`src/rtl/gpio_mask_pkg.sv`:
```
// Shared definitions for the bit-masked GPIO port.
// Assumes the window select is the address bit just above the mask field.
package gpio_mask_pkg;
    typedef enum logic {
        SEL_DATA = 1'b0,
        SEL_DIR  = 1'b1
    } gpio_sel_e;
endpackage

```
`src/rtl/gpio_sync.sv`:
```
// Multi-stage synchronizer for asynchronous pad inputs.
// Assumes each bit is independent; no bus coherence is implied across bits.
module gpio_sync #(
    parameter int WIDTH  = 8,
    parameter int STAGES = 2
) (
    input  logic             clk,
    input  logic             rst_n,
    input  logic [WIDTH-1:0] async_in,
    output logic [WIDTH-1:0] sync_out
);
    logic [WIDTH-1:0] stage_q [STAGES];

    generate
        for (genvar s = 0; s < STAGES; s++) begin : g_stage
            if (s == 0) begin : g_first
                // Capture the raw pad level.
                always_ff @(posedge clk) begin
                    if (!rst_n) stage_q[s] <= '0;
                    else        stage_q[s] <= async_in;
                end
            end else begin : g_next
                // Shift the value one stage further.
                always_ff @(posedge clk) begin
                    if (!rst_n) stage_q[s] <= '0;
                    else        stage_q[s] <= stage_q[s-1];
                end
            end
        end
    endgenerate

    assign sync_out = stage_q[STAGES-1];
endmodule

```
`src/rtl/gpio_regs.sv`:
```
// Data and direction registers.
// Data writes are bit-masked; direction writes are whole-word.
// Assumes wr_en is a single-cycle qualified strobe.
module gpio_regs
    import gpio_mask_pkg::*;
#(
    parameter int WIDTH = 8
) (
    input  logic             clk,
    input  logic             rst_n,
    input  logic             wr_en,
    input  gpio_sel_e        sel,
    input  logic [WIDTH-1:0] mask,
    input  logic [WIDTH-1:0] wdata,
    output logic [WIDTH-1:0] data_q,
    output logic [WIDTH-1:0] dir_q
);
    // Per-bit masked update of the data register.
    always_ff @(posedge clk) begin
        if (!rst_n)
            data_q <= '0;
        else if (wr_en && sel == SEL_DATA)
            data_q <= (data_q & ~mask) | (wdata & mask);
    end

    // Full-word update of the direction register.
    always_ff @(posedge clk) begin
        if (!rst_n)
            dir_q <= '0;
        else if (wr_en && sel == SEL_DIR)
            dir_q <= wdata;
    end
endmodule

```
`src/rtl/gpio_read_mux.sv`:
```
// Combinational read path.
// Picks, per bit, the driven value or the synchronized pad value, then applies the address mask.
// Assumes pad_sync is already in the clock domain.
module gpio_read_mux
    import gpio_mask_pkg::*;
#(
    parameter int WIDTH = 8
) (
    input  gpio_sel_e        sel,
    input  logic [WIDTH-1:0] mask,
    input  logic [WIDTH-1:0] data_q,
    input  logic [WIDTH-1:0] dir_q,
    input  logic [WIDTH-1:0] pad_sync,
    output logic [WIDTH-1:0] rd_val
);
    logic [WIDTH-1:0] port_val;

    // Per-bit source select by direction.
    always_comb begin
        for (int i = 0; i < WIDTH; i++)
            port_val[i] = dir_q[i] ? data_q[i] : pad_sync[i];
    end

    // Window select and read masking.
    always_comb begin
        if (sel == SEL_DIR) rd_val = dir_q;
        else                rd_val = port_val & mask;
    end
endmodule

```
`src/rtl/gpio_mask_port.sv`:
```
// Top level of the bit-masked GPIO port.
// Byte address: [WIDTH+2] selects data/direction, [WIDTH+1:2] is the bit mask, [1:0] is ignored.
// Read data is registered and holds between reads.
module gpio_mask_port
    import gpio_mask_pkg::*;
#(
    parameter int WIDTH       = 8,
    parameter int SYNC_STAGES = 2,
    localparam int ADDR_W     = WIDTH + 3
) (
    input  logic              clk,
    input  logic              rst_n,
    input  logic [ADDR_W-1:0] bus_addr,
    input  logic              bus_wr,
    input  logic              bus_rd,
    input  logic [WIDTH-1:0]  bus_wdata,
    output logic [WIDTH-1:0]  bus_rdata,
    input  logic [WIDTH-1:0]  pad_in,
    output logic [WIDTH-1:0]  pad_out,
    output logic [WIDTH-1:0]  pad_oe
);
    gpio_sel_e        sel;
    logic [WIDTH-1:0] mask;
    logic [WIDTH-1:0] data_q;
    logic [WIDTH-1:0] dir_q;
    logic [WIDTH-1:0] pad_sync;
    logic [WIDTH-1:0] rd_val;

    assign sel  = gpio_sel_e'(bus_addr[ADDR_W-1]);
    assign mask = bus_addr[WIDTH+1:2];

    gpio_sync #(.WIDTH(WIDTH), .STAGES(SYNC_STAGES)) u_sync (
        .clk      (clk),
        .rst_n    (rst_n),
        .async_in (pad_in),
        .sync_out (pad_sync)
    );

    gpio_regs #(.WIDTH(WIDTH)) u_regs (
        .clk    (clk),
        .rst_n  (rst_n),
        .wr_en  (bus_wr),
        .sel    (sel),
        .mask   (mask),
        .wdata  (bus_wdata),
        .data_q (data_q),
        .dir_q  (dir_q)
    );

    gpio_read_mux #(.WIDTH(WIDTH)) u_rmux (
        .sel      (sel),
        .mask     (mask),
        .data_q   (data_q),
        .dir_q    (dir_q),
        .pad_sync (pad_sync),
        .rd_val   (rd_val)
    );

    // Register read data on a read strobe; hold otherwise.
    always_ff @(posedge clk) begin
        if (!rst_n)      bus_rdata <= '0;
        else if (bus_rd) bus_rdata <= rd_val;
    end

    assign pad_out = data_q;
    assign pad_oe  = dir_q;
endmodule

```
`config.mk`:
```
export PLATFORM = sky130hd
export DESIGN_NAME = gpio_mask_port
export DESIGN_NICKNAME = d
export VERILOG_FILES = /design/src/rtl/gpio_mask_pkg.sv /design/src/rtl/gpio_sync.sv /design/src/rtl/gpio_regs.sv /design/src/rtl/gpio_read_mux.sv /design/src/rtl/gpio_mask_port.sv
export SDC_FILE = /design/constraint.sdc
export NUM_CORES = 1
export LEC_CHECK = 0
export BUFFER_PORTS_ARGS = -buffer_cell sky130_fd_sc_hd__buf_2
export CORE_MARGIN = 4
export CORE_UTILIZATION = 48
export DETAILED_ROUTE_END_ITERATION = 8
export PLACE_DENSITY = 0.84
export SETUP_SLACK_MARGIN = 0.2
export SLEW_MARGIN = 20
export SYNTH_ARGS = -nofsm -noshare
export SYNTH_HDL_FRONTEND = slang
export SYNTH_SLANG_ARGS = --single-unit
```
`constraint.sdc`:
```
create_clock -name clk -period 1.2 [get_ports clk]
set_input_delay 0.12 -clock clk [delete_from_list [all_inputs] [get_ports clk]]
set_output_delay 0.12 -clock clk [all_outputs]
set_load 0.01 [all_outputs]
```
==> impl_metrics.ini, run 1 <==
[run_status]
outcome = complete, no violations

[pwr]
power-per-cell-area_mw_per_mm2 = 1170
p_leak_nw = 0.893
peakVddDrop_v = 0.000809
total_power_mw = 2.31

[routing]
wl_per_cell_um = 11.9
dr.pass1.iters = 4
drt_iter0_markers = 67
viasPerCell = 4.87
drc = 0
wl_um = 3100
vias = 1272
ant_nets = 0

[yosys]
postSynthAreaPerCell_um2 = 9.87
ys_warn_count = 0
synth_cell_types = 18
synthesis.area_mm2 = 0.00155
ys_ff_latch = 40
syn_nets = 188
postSynthCellCount = 157
yosysSeqAreaShare_pct = 51.7

[sta]
max_freq_mhz = 1050
period_share_pct = 79.7
setup-tns-final_ns = 0
fin_worst_skew_ns = 0.00615
finalMaxSlewViolations = 0
hold_viol = 0
period_minus_slack_ns = 0.957
relSlewSlack_pct = 75.4
setup_violations = 0
fin_hold_ws_ns = 0.0139
setup_ws_ns = 0.243
worst_pin_slew_ns = 0.369
rsz0062_at_grt = no

[worst_setup_path]
crit_required_ns = 1.08
start_kind = register
critPathKind = reg2out
arrival_ns = 0.84
cpPeakStageDelay_ns = 0.37
end_kind = output port
crit_chain = buf_2
crit_fanout = 5
cp_top_family = flip-flops
crit_slowest_cell = dfxtp_2
path_buf_inv = 1

[grt]
overflow = 0
grtUsageMet2_pct = 26.3
grt_max_degree = 34
grtUsageMet3_pct = 3.81
grt.busiest_layer = met2
grt_usage_pct = 15.5
grtUsageMet1_pct = 18.9
antenna_found_initial = 0
grt_pass1_wl_um = 5130
grt_pass1_vias = 1152

[finish]
antennaDiodeCount = 0
syn2layout_area_growth_pct = 27.6
drive_gt1_share_pct = 35.9
layout.nets = 248
n_fill_cell = 280
fin_cells = 261
postLayoutCoreUtil_pct = 64.3
final_area_mm2 = 0.00198

[floorplan]
fp.dieW_um = 64.8
core_mm2 = 0.00308
ios = 55
fp-row-count = 20
start_util_pct = 50.4
dieArea_mm2 = 0.00420
die_h_um = 64.8

[worst_hold_path]
hold_path.class = in2reg

[cts]
htreeDepth = 2
numCtsBuffers = 5
clockRootBuffer = clkbuf_4
clkTransAtPathRegs_ns = 0.10
insertion_delay_ns = 0.33
cts_tree = done
clock_path_buffers = 2
clkSinkCount = 40

[run]
drv_cap = 0

[placement]
hpwl_um = 2190
place_ws_ns = 0.231
place_area_mm2 = 0.00183
numPortBuffers = 52
gp_congestion = 0.821
dp_cells = 246
-- cells in the final DEF (no fill, tap or decap), drive strengths merged --
cell,Yosys,routed
a21boi,8,8
a21o,3,3
a31oi,13,13
and2,16,16
buf,6,56
clkbuf,4,6
clkinv,0,1
dfxtp,40,40
dlygate4sd3,0,7
mux2i,8,8
nand2,17,17
nand3,10,10
nand3b,8,8
nand4bb,1,1
nor2,2,2
nor2b,8,8
nor4bb,5,5
o21ai,8,8
-- cell families (layout without fill, tap and decap cells) --
group                  Yosys count  count (layout)  synth area share, %
AO/OA/AOI/OAI                   32              32                 13.2
flip-flops                      40              40                 51.7
AND/OR/NAND/NOR                 67              67                 25.5
multiplexers                     8               8                 5.17
buffers and inverters           10              70                 4.52
-- worst paths after layout --
| check | from | end | slack, ns | cells past startpoint |
|---|---|---|---|---|
| max reg2reg | u_regs.dir_q[2]$_SDFFE_PN0P_ | bus_rdata[2]$_SDFFE_PN0P_ | 0.28 | 3 |
| max | u_regs.dir_q[2]$_SDFFE_PN0P_ | pad_oe[2] | 0.24 | 1 |
| min reg2reg | u_sync.stage_q[0][7]$_SDFF_PN0_ | u_sync.stage_q[1][7]$_SDFF_PN0_ | 0.44 | 1 |
| min | pad_in[0] | u_sync.stage_q[0][0]$_SDFF_PN0_ | 0.01 | 2 |
-- area by class of cell --
cell class                 count  area (um^2)  area share [%]
multi-input combinational    107          679            34.3
clock inverter                 1         5.00           0.253
sequential                    40          825            41.7
clock buffer                   6         41.3            2.09
timing repair buffer          63          373            18.8
tap                           44         55.1            2.78
-- timing repair --
| action | 4_1_cts | 5_1_grt |
|---|---|---|
| hold endpoints to repair | 7 | 0 |
| setup buffers | 0 | 1 |
| gates resized for setup | 7 | 10 |
| hold buffers | 7 | 0 |
| setup endpoints to repair | 7 | 11 |
| pin swaps | 0 | 0 |
-- synth_stat cells (all sizes together) --
cell      n  share of area [%]
clkbuf    4               0.97
nand3b    8                3.9
a21o      3                1.5
nor2      2               0.48
nand4bb   1               0.73
and2     16                6.5
nand2    17                4.3
nor2b     8                3.2
nor4bb    5                3.2
nand3    10                3.2
dfxtp    40                 52
o21ai     8                2.6
mux2i     8                5.2
a31oi    13                5.2
a21boi    8                3.9
buf       6                3.6
-- power breakdown --
part	switching, mW	internal (mW)
logic	0.140	0.150
registers	0.0306	1.39
clock network	0.381	0.216
-- per-layer routing --
layer	vias to the layer above	part of all wire, %	wire length, um
li1	666	-	-
met1	568	45	1400
met2	33	49	1510
met3	5	5.0	155
met4	0	1.2	36
met5	-	0	0
(Power assumes the default switching activity.)
==> inputs of run 2 (changes only) <==
ABC_AREA = 1   (was unset)
PLACE_DENSITY = 0.85   (was 0.84)
clock period = 0.95 ns   (was 1.2 ns; I/O delays follow)
==> run 2 against run 1 <==
Routed wire length is 28% higher. Final cell count increased by 29%. Register-to-register slack got worse by 0.23 ns. Design area up 21%. Clock skew up 0.0026 ns. Count of clock-buffer cells in the layout stayed put. First-iteration DRC count fell by 4.5%. Sequential share of layout area shrank 6.8 points.
==> impl_metrics.ini, run 2 <==
[run_status]
outcome = complete, no violations

[worst_hold_path]
hold_path.class = in2reg
min_path_cells = 3
worstHoldStart = bus_wdata[4]

[routing]
drc = 0
wl_per_cell_um = 11.8
wl_um = 3980
drt_iter0_markers = 64
ant_nets = 0
dr.pass1.iters = 4
vias = 1568
viasPerCell = 4.65

[worst_setup_path]
crit_fanout = 2
r2r-end = bus_rdata[1]$_SDFFE_PN0P_
path_buf_inv = 1
start_kind = register
crit_chain = buf_6
r2r_cells = 7
cp_top_family = flip-flops
crit_slowest_cell = dfxtp_2
end_kind = output port
cpPeakStageDelay_ns = 0.37
crit_required_ns = 0.85
arrival_ns = 0.82
regToRegSetupSlack_ns = 0.05
critPathKind = reg2out

[finish]
layout.nets = 323
fin_cells = 337
multiInputGateArea_um2 = 596
layout_common_cells = nand2_1 (75), buf_6 (36), buf_2 (28), inv_1 (26), dfxtp_2 (24)
drive_gt1_share_pct = 42.3
postLayoutCoreUtil_pct = 78.1
n_fill_cell = 208
final_common_cell = nand2_1
seq_area_um2 = 831
antennaDiodeCount = 0
syn2layout_area_growth_pct = 54.6

[sta]
fin_worst_skew_ns = 0.00875
worst_pin_slew_ns = 0.362
finalMaxSlewViolations = 0
setup-tns-final_ns = 0
setup_violations = 0
rsz0062_at_grt = yes
relSlewSlack_pct = 75.8
period_minus_slack_ns = 0.917
hold_viol = 0
fin_hold_ws_ns = 0.0113
period_share_pct = 96.5
max_freq_mhz = 1090
setup_ws_ns = 0.0334

[floorplan]
ios = 55
dieArea_mm2 = 0.00418
start_util_pct = 50.5
fp-row-count = 20
fp.dieW_um = 64.7
core_mm2 = 0.00305
die_h_um = 64.7

[placement]
place_ws_ns = 0.111
hpwl_um = 2190
numPortBuffers = 52
dp_cells = 303
gp_congestion = 0.782

[pwr]
switchingPower_uw = 857
p_comb_share_pct = 17.9
peakVddDrop_v = 0.000740
swShare_pct = 26.0
p_int_mw = 2.44
power-per-cell-area_mw_per_mm2 = 1380
pwr-share-clk_pct = 26.6
p_seq_share_pct = 55.4
p_leak_nw = 1.20

[cts]
clockRootBuffer = clkbuf_4
clkSinkCount = 40
cts_tree = done
numCtsBuffers = 5
clkTransAtPathRegs_ns = 0.12
clock_path_buffers = 2
insertion_delay_ns = 0.34
htreeDepth = 2

[yosys]
async_flop_share_pct = 0
synth-edff-count = 0
ys_top_cells_by_area = dfxtp_1 (52%), nand2_1 (19%), inv_1 (8.3%), a21oi_1 (7.8%), o21ai_0 (5.2%)
ys_warn_count = 0
synth_cell_types = 12
yosysSeqAreaShare_pct = 51.9
synthTopCellsByCount = nand2_1 (80), dfxtp_1 (40), inv_1 (34), a21oi_1 (24), o21ai_0 (16)
post-synth-top-count-cell = nand2_1
ys_ff_latch = 40
postSynthCellCount = 212
syn_nets = 243
postSynthAreaPerCell_um2 = 7.28
synth_top_cell_by_area = dfxtp_1
synthesis.area_mm2 = 0.00154
yosysTopAreaCellShare_pct = 51.9
synth_flop_cell = dfxtp_1

[grt]
grt_pass1_vias = 1413
overflow = 0
grt_usage_pct = 18.9
grt_pass1_wl_um = 6170
antenna_found_initial = 0
grt_max_degree = 23

[run]
drv_cap = 0
[run 2: changes by cell type in the layout (fill, tap and decap cells not counted), moves of 9 or more]
cell,delta
nand2_1,+59
buf_6,+36
inv_1,+26
buf_2,-24
a21oi_1,+20
and2_1,-16
a31oi_1,-13
dfxtp_2,+11
dfxtp_1,-9
inv_2,+9
[run 2: routing by layer]
metal | GRT usage [%] | wire [um]
met5 | 0 | 0
met4 | 9.23 | 78
met3 | 4.16 | 237
met2 | 32.2 | 2070
met1 | 22.4 | 1590
[run 2: worst max path at each step]
stage	from	end	depth (start not counted)
CTS	register	pad_out[3]	1
finish	register	pad_out[6]	1
global placement	bus_addr[10]	bus_rdata[1]$_SDFFE_PN0P_	6
global route	register	bus_rdata[6]$_SDFFE_PN0P_	7
floorplan	register	bus_rdata[0]$_SDFFE_PN0P_	6
detailed placement	bus_addr[10]	bus_rdata[1]$_SDFFE_PN0P_	6
[run 2: cells by family after synthesis]
group | count (synthesis) | share of synthesized area, %
and+or+nand+nor | 90 | 23.2
buffers and inverters | 42 | 11.9
DFF | 40 | 51.9
AOI/OAI and AO/OA | 40 | 13.0
[run 2: power by group through the flow]
stage | sequential [mW] | combinational (mW) | clock, mW
floorplan | 1.87 | 0.204 | 0
global placement | 1.84 | 0.395 | 0
detailed placement | 1.84 | 0.403 | 0
CTS | 1.82 | 0.554 | 0.897
global route | 1.84 | 0.650 | 0.970
finish | 1.83 | 0.592 | 0.878
[run 2: through the flow]
stage | total power, mW | area, um^2
6_report | 3.30 | 2380
5_1_grt | 3.46 | 2380
4_1_cts | 3.28 | 2320
3_5_place_dp | 2.25 | 1850
3_3_place_gp | 2.24 | 1850
2_1_floorplan | 2.07 | 1540
[run 2: timing repair]
action                     CTS  global route
pin swaps                   10            12
gates resized for setup     62            17
setup endpoints to repair   32            35
hold endpoints to repair     8             0
hold buffers                 8             0
buffers inserted            16             2
[run 2: area by class of cell]
cell class / count / share of cell area, %
clock buffer: 6 / 2.15
tap: 44 / 2.31
clock inverter: 2 / 0.420
inverter: 35 / 5.51
multi-input combinational: 130 / 25.0
timing repair buffer: 80 / 29.8
sequential: 40 / 34.8
